## config.mk

```make
export PLATFORM = sky130hd
export DESIGN_NAME = trig_src_sel
export DESIGN_NICKNAME = d
export VERILOG_FILES = /design/src/rtl/trig_src_pkg.sv /design/src/rtl/trig_mode_dec.sv /design/src/rtl/trig_chan_sw.sv /design/src/rtl/trig_line_gate.sv /design/src/rtl/trig_src_sel.sv
export SDC_FILE = /design/constraint.sdc
export NUM_CORES = 1
export LEC_CHECK = 0
export BUFFER_PORTS_ARGS = -buffer_cell sky130_fd_sc_hd__clkbuf_2
export CAP_MARGIN = 20
export CORE_AREA = 4 4 41 43
export CTS_BUF_LIST = sky130_fd_sc_hd__clkbuf_4 sky130_fd_sc_hd__clkbuf_8
export CTS_CLUSTER_DIAMETER = 80
export DETAILED_ROUTE_END_ITERATION = 8
export DIE_AREA = 0 0 45 47
export PLACE_DENSITY = 0.55
export SLEW_MARGIN = 25
export SYNTH_ARGS = -nofsm -noshare
export SYNTH_HDL_FRONTEND = slang
export SYNTH_SLANG_ARGS = --single-unit
export TNS_END_PERCENT = 30
```

## constraint.sdc

```tcl
create_clock -name clk -period 1.2 [get_ports clk]
set_input_delay 0.24 -clock clk [delete_from_list [all_inputs] [get_ports clk]]
set_output_delay 0.24 -clock clk [all_outputs]
set_load 0.05 [all_outputs]
```

## src/rtl/trig_src_pkg.sv

```systemverilog
package trig_src_pkg;
  localparam int CODE_W = 2;

  typedef enum logic [CODE_W-1:0] {
    SRC_CH1  = 2'd0,
    SRC_CH2  = 2'd1,
    SRC_FOL  = 2'd2,
    SRC_FOL3 = 2'd3
  } src_e;

  typedef enum logic [CODE_W-1:0] {
    DSP_CH1   = 2'd0,
    DSP_BOTH  = 2'd1,
    DSP_CH2   = 2'd2,
    DSP_BOTH3 = 2'd3
  } disp_e;

  typedef enum logic [CODE_W-1:0] {
    BM_ADD  = 2'd0,
    BM_ALT  = 2'd1,
    BM_CHOP = 2'd2,
    BM_ADD3 = 2'd3
  } bmode_e;

  typedef struct packed {
    logic both;
    logic alt;
    logic chop;
    logic fol;
    logic s1;
    logic s2;
  } dec_t;
endpackage

```

## src/rtl/trig_mode_dec.sv

```systemverilog
module trig_mode_dec
  import trig_src_pkg::*;
(
  input  logic [CODE_W-1:0] src,
  input  logic [CODE_W-1:0] disp,
  input  logic [CODE_W-1:0] bmode,
  output dec_t              dec
);
  always_comb begin
    dec.both = (disp == DSP_BOTH) || (disp == DSP_BOTH3);
    dec.alt  = (bmode == BM_ALT);
    dec.chop = (bmode == BM_CHOP);
    dec.s1   = (src == SRC_CH1);
    dec.s2   = (src == SRC_CH2);
    dec.fol  = (src == SRC_FOL) || (src == SRC_FOL3);
  end
endmodule

```

## src/rtl/trig_chan_sw.sv

```systemverilog
module trig_chan_sw
  import trig_src_pkg::*;
(
  input  logic              clk,
  input  logic              rst_n,
  input  logic [CODE_W-1:0] disp,
  input  dec_t              dec,
  input  logic              xy,
  input  logic              alt_sync,
  input  logic              chop_tick,
  output logic              en1_nx,
  output logic              en2_nx,
  output logic              en1,
  output logic              en2
);
  logic st, st_nx, flip;

  always_comb begin
    flip = dec.both && ((dec.alt && alt_sync) || (dec.chop && chop_tick));
    if (xy)        st_nx = 1'b1;
    else if (flip) st_nx = ~st;
    else           st_nx = st;

    if (xy) begin
      en1_nx = 1'b0; en2_nx = 1'b1;
    end else if (disp == DSP_CH1) begin
      en1_nx = 1'b1; en2_nx = 1'b0;
    end else if (disp == DSP_CH2) begin
      en1_nx = 1'b0; en2_nx = 1'b1;
    end else if (!dec.alt && !dec.chop) begin
      en1_nx = 1'b1; en2_nx = 1'b1;
    end else begin
      en1_nx = ~st_nx; en2_nx = st_nx;
    end
  end

  always_ff @(posedge clk) begin
    if (!rst_n) begin
      st  <= 1'b0;
      en1 <= 1'b1;
      en2 <= 1'b0;
    end else begin
      st  <= st_nx;
      en1 <= en1_nx;
      en2 <= en2_nx;
    end
  end

  AST_ALT_TOGGLE: assert property (@(posedge clk) disable iff (!rst_n)
    ($past(rst_n) && !$past(xy) && $past(dec.both) && $past(dec.alt) && $past(alt_sync))
      |-> (st != $past(st)));

  AST_IDLE_HOLD: assert property (@(posedge clk) disable iff (!rst_n)
    ($past(rst_n) && !$past(xy) && !$past(dec.both)) |-> (st == $past(st)));

  AST_XY_STATE: assert property (@(posedge clk) disable iff (!rst_n)
    ($past(rst_n) && $past(xy)) |-> (st && !en1 && en2));

  AST_EN_ANY: assert property (@(posedge clk) disable iff (!rst_n)
    (en1 || en2));
endmodule

```

## src/rtl/trig_line_gate.sv

```systemverilog
module trig_line_gate
  import trig_src_pkg::*;
(
  input  logic clk,
  input  logic rst_n,
  input  dec_t dec,
  input  logic xy,
  input  logic en1_nx,
  input  logic en2_nx,
  output logic tline1,
  output logic tline2
);
  logic chop_ovr, frc1, frc2, vgate, mode1, mode2;

  always_comb begin
    chop_ovr = dec.fol && dec.both && dec.chop;
    frc1  = !(xy || dec.s1 || chop_ovr);
    frc2  = !(!xy && (dec.s2 || chop_ovr));
    vgate = dec.fol && !xy;
    mode1 = !(vgate && en1_nx);
    mode2 = !(vgate && en2_nx);
  end

  always_ff @(posedge clk) begin
    if (!rst_n) begin
      tline1 <= 1'b0;
      tline2 <= 1'b1;
    end else begin
      tline1 <= frc1 & mode1;
      tline2 <= frc2 & mode2;
    end
  end

  AST_NO_DUAL_HIGH: assert property (@(posedge clk) disable iff (!rst_n)
    !(tline1 && tline2));

  AST_CHOP_BOTH_LOW: assert property (@(posedge clk) disable iff (!rst_n)
    ($past(rst_n) && !$past(xy) && $past(chop_ovr)) |-> (!tline1 && !tline2));

  AST_SRC1_LINES: assert property (@(posedge clk) disable iff (!rst_n)
    ($past(rst_n) && $past(dec.s1)) |-> (!tline1 && tline2));
endmodule

```

## src/rtl/trig_src_sel.sv

```systemverilog
module trig_src_sel
  import trig_src_pkg::*;
(
  input  logic              clk,
  input  logic              rst_n,
  input  logic [CODE_W-1:0] src,
  input  logic [CODE_W-1:0] disp,
  input  logic [CODE_W-1:0] bmode,
  input  logic              xy,
  input  logic              alt_sync,
  input  logic              chop_tick,
  output logic              ch1_en,
  output logic              ch2_en,
  output logic              tline1,
  output logic              tline2
);
  dec_t dec;
  logic en1_nx, en2_nx;

  trig_mode_dec u_dec (
    .src(src), .disp(disp), .bmode(bmode), .dec(dec)
  );

  trig_chan_sw u_sw (
    .clk(clk), .rst_n(rst_n), .disp(disp), .dec(dec), .xy(xy),
    .alt_sync(alt_sync), .chop_tick(chop_tick),
    .en1_nx(en1_nx), .en2_nx(en2_nx), .en1(ch1_en), .en2(ch2_en)
  );

  trig_line_gate u_gate (
    .clk(clk), .rst_n(rst_n), .dec(dec), .xy(xy),
    .en1_nx(en1_nx), .en2_nx(en2_nx), .tline1(tline1), .tline2(tline2)
  );

  AST_XY_LINES: assert property (@(posedge clk) disable iff (!rst_n)
    ($past(rst_n) && $past(xy)) |-> (!tline1 && tline2));

  AST_ADD_BOTH_EN: assert property (@(posedge clk) disable iff (!rst_n)
    ($past(rst_n) && !$past(xy) && $past(dec.both) && !$past(dec.alt) && !$past(dec.chop))
      |-> (ch1_en && ch2_en));
endmodule

```

# == Word-level counts from Yosys, hierarchy flattened ==
# Index checks and enable logic that the tools add are counted.
# op_classes
n_bitwise,4
reduce_logical,25
mux,10
n_eq_ne,8
# ops
op,count
$eq 2x2->1 const B,5
$logic_and 1x1->1,10
$mux 1,10
$logic_not 1->1,7
$eq 2x1->1 const B,3
$logic_or 1x1->1,6
$logic_not 2->1,2
$and 1x1->1,2
$not 1->1,2
# word_totals
ff_bits,5
out_inout_bits,4
inputBits,11
elab_cells,52

# == Depth between registers and ports, before layout ==
# depth
ltp_word,14
depth_mapped,5
mapped_depth_nobuf,5

# == Cells and area by module ==
# Synthesis repeated with hierarchy kept, for this count alone.
# unflattened
cells_unflattened,37
area_unflattened_um2,309.0
# by_module_without_submodules
module,seq_area_each_um2,area_per_inst_um2,instances,cells_per_inst
trig_chan_sw,60.1,191.4,1,23
trig_line_gate,40.0,85.1,1,8
trig_mode_dec,0.0,32.5,1,6

# == Least setup slack after synthesis ==
# Ideal clock, no wire load.
# synth_path
path_kind,input-to-reg
startpoint,input bmode[1]
endpoint,register u_sw.st
n_path_buf,0
slack_ps,-87
required_time_ps,1084
setup_ps,116
cell_stages,5
arrival_time_ps,1172
path_cell_list,inv_1 -> ha_1 -> a22oi_2 -> or4b_1 -> and3_1
# synth_between
elab_chain_cells,6
elab_cells_between_ends,8
classes_between,eq/ne (2); mux (2); reduce/logical (4)
# synth_lines
element,line_no,source
"start, declared",trig_src_sel.sv:8,"input logic [CODE_W-1:0] bmode,"
$eq 2x1->1 / $eq 2x2->1 (equally long branches),"trig_mode_dec.sv:11, trig_mode_dec.sv:12",
$logic_and 1x1->1,trig_chan_sw.sv:19,flip = dec.both && ((dec.alt && alt_sync) || (dec.chop && chop_tick));
$logic_or 1x1->1 (*),trig_chan_sw.sv:19,
$logic_and 1x1->1 (*),trig_chan_sw.sv:19,
$mux 1 (*),trig_chan_sw.sv:21,else if (flip) st_nx = ~st;
$mux 1 (*),trig_chan_sw.sv:20,if (xy) st_nx = 1'b1;
"end signal, assigned",trig_chan_sw.sv:43,st <= st_nx;
"end, declared",trig_chan_sw.sv:16,"logic st, st_nx, flip;"
# Every way passes the cells marked *; elsewhere a longest branch is shown, timed or not.
# A chain may end at the register's enable or synchronous reset.

# == Worst setup path in the final report ==
# Ends and elaborated chain as after synthesis.

==> results.json <==
{
  "status": "finished with violations",
  "violations": "setup timing",
  "hold_violations": 0,
  "place_congestion": 0.8153,
  "cellPowerDensity_nw_per_um2": 1045,
  "drt.antenna.violating_nets": 0,
  "ios": 15,
  "route.detailed.drc": 0,
  "ys_seq_area_frac": 0.3162,
  "portBuffers": 14,
  "avgSynthCellArea_um2": 9.044,
  "worstSetupPathType": "input pin to flop",
  "dp_slack_ns": -0.3261,
  "syn_to_final_growth_pct": 65.61,
  "post-route-period-util": 1.001,
  "clockRootBuffer": "clkbuf_4",
  "grt_pass1_vias": 316,
  "p_clk_frac": 0.380,
  "slew_headroom": 0.7950,
  "slew_violations": 0,
  "cellInternalPower_w": 0.0003952,
  "worst_skew_pair.late_latency_ns": 0.23,
  "grt_pass1_wl_um": 1166,
  "die-area_um2": 2115,
  "final_cell_mix": "clkbuf_2, clkbuf_4, dfxtp_1",
  "synthCells": 35,
  "startpoint_type": "input pin",
  "ys_top_cells_by_area": "dfxtp_1, ha_1, o31a_1, a22oi_2, inv_1",
  "dp.cells": 67,
  "ctsHoldBuffers": 0,
  "drive_above_1_share": 0.5000,
  "clock-sinks": 5,
  "p_sw_frac": 0.2783,
  "cts_buffers": 3,
  "rows": 13,
  "cts_htree_levels": 1,
  "cts_setup_buffers": 0,
  "setup_violations": 1,
  "p_seq_frac": 0.339,
  "path_clk_slew_ns": 0.04,
  "cts.path.max_buffers": 2,
  "netlist_area_um2": 316.6,
  "coreArea_um2": 1301,
  "rsz0062_at_grt": "yes",
  "drt-vias-per-instance": 4.592,
  "syn_nets": 48,
  "fin_skew_ns": 0.0009407,
  "grt.overflow.total": 0,
  "fmax_ghz": 0.8328,
  "routed_wl_um": 679,
  "arrival_ns": 1.32,
  "cp_max_fo": 4,
  "ys_warn_count": 0,
  "fin_nets": 70,
  "power_w": 0.0005476,
  "synthDistinctLibCells": 24,
  "switchingPower_w": 0.0001524,
  "vdd_drop_max_mv": 0.5422,
  "antenna_found_initial": 0,
  "detailedRoute.firstIterationViolations": 6,
  "hp-class": "input pin to flop",
  "track_usage": 0.07905,
  "post-dp-hpwl_um": 604.7,
  "diodes": 0,
  "power_leakage_nw": 0.2301,
  "drv_cap": 0,
  "dieHeight_um": 47,
  "synth_top_area_share": 0.3162,
  "dr.pass1.iters": 4,
  "initial_utilization": 0.2433,
  "cp-end-kind": "flop",
  "setup_tns_ns": -0.0007400,
  "finalNonFillerCells": 71,
  "setup_ws_ns": -0.0007400,
  "period_needed_ns": 1.201,
  "synth_seq_cells": 5,
  "grt_max_degree": 7,
  "fillCellCount": 142,
  "fin_util": 0.4029,
  "final_common_cell": "clkbuf_2",
  "combPwrFrac": 0.281,
  "cts_tree": "done",
  "die_w_um": 45,
  "wl_per_cell_um": 9.563,
  "critical_path_required_ns": 1.32,
  "yosys.area.top_type": "dfxtp_1",
  "worstMarginPinSlew_ns": 0.3036,
  "vias": 326
}
-- sequential cells by signal (all words and copies together) (netlist names) --
signal and count:
u_gate.tline1 1, u_sw.en1 1, u_gate.tline2 1, u_sw.st 1, u_sw.en2 1
-- stage by stage --
| step | cell area, um2 | hold slack, ns |
|---|---|---|
| 2_1_floorplan | 354.1 | 0.3409 |
| 3_5_place_dp | 465.4 | 0.5132 |
| 5_1_grt | 524.3 | 0.2819 |
| 4_1_cts | 504.2 | 0.2624 |
| 6_report | 524.3 | 0.2678 |
| 3_3_place_gp | 465.4 | 0.5234 |
-- Yosys cell counts --
cell,number
a211oi_1,1
a21oi_1,2
xnor2_1,1
nor2_1,3
mux2i_1,1
ha_1,2
a21boi_0,1
o311ai_0,1
dfxtp_1,5
nand2b_1,1
nor2b_1,1
o41a_1,1
inv_1,3
or4b_1,1
a22oi_2,1
and3b_1,1
o31ai_1,1
o21ai_0,1
o31a_1,2
inv_2,1
o2111ai_1,1
and3_1,1
and2b_1,1
nand3_1,1
-- final cells by class --
cell class,count,area (um2),area share
Timing Repair Buffer,17,117.6,0.2243
Tap cell,15,18.77,0.03580
Clock buffer,4,30.03,0.05728
Multi-Input combinational cell,26,226.5,0.4320
Sequential cell,5,101.3,0.1933
Inverter,4,30.03,0.05728
-- metal layers --
layer / up-vias / wire length (um) / track usage
li1: 175 / - / -
met1: 141 / 341 / 0.07973
met2: 10 / 291 / 0.1299
met3: 0 / 46 / 0.04981
met4: 0 / 0 / 0.03509
met5: - / 0 / 0
-- worst max-delay path: stages --
cell and delay [ns]:
buf_12 0.11, inv_12 0.04, ha_4 0.12, a22oi_2 0.10, or4b_1 0.54, and3_1 0.18
-- worst paths after layout --
kind / to / startpoint / depth (start not counted) / slack, ns
setup / recovery: u_sw.st$_SDFF_PN0_ / bmode[1] / 6 / -0.0007
hold / removal: u_gate.tline2$_SDFF_PN1_ / xy / 2 / 0.27
setup reg to reg: u_sw.st$_SDFF_PN0_ / u_sw.st$_SDFF_PN0_ / 2 / 0.10
hold reg to reg: u_sw.en1$_SDFF_PN1_ / u_sw.st$_SDFF_PN0_ / 1 / 0.58
-- kinds of logic after synthesis --
| family | synth area share |
|---|---|
| xor gates and xnor gates | 0.02767 |
| muxes | 0.03162 |
| adders and majority gates | 0.07904 |
| buffers and inverters | 0.04742 |
| AOI/OAI and AO/OA | 0.3044 |
| DFF | 0.3162 |
| and+or+nand+nor | 0.1937 |
-- power by group through the flow --
stage	clock, W	combinational, W	sequential (W)
after floorplan	0	0.0000562	0.000220
after global placement	0	0.000146	0.000188
after detailed placement	0	0.000146	0.000188
after CTS	0.000218	0.000149	0.000185
after global routing	0.000232	0.000169	0.000187
final	0.000208	0.000154	0.000185
-- what timing repair did --
item	in CTS	in global routing
gates cloned	0	0
endpoints found under the setup margin	3	1
endpoints found under the hold margin	0	0
pin swaps	1	5
gates resized for setup	2	8
Power figures use the tool's default switching activity.
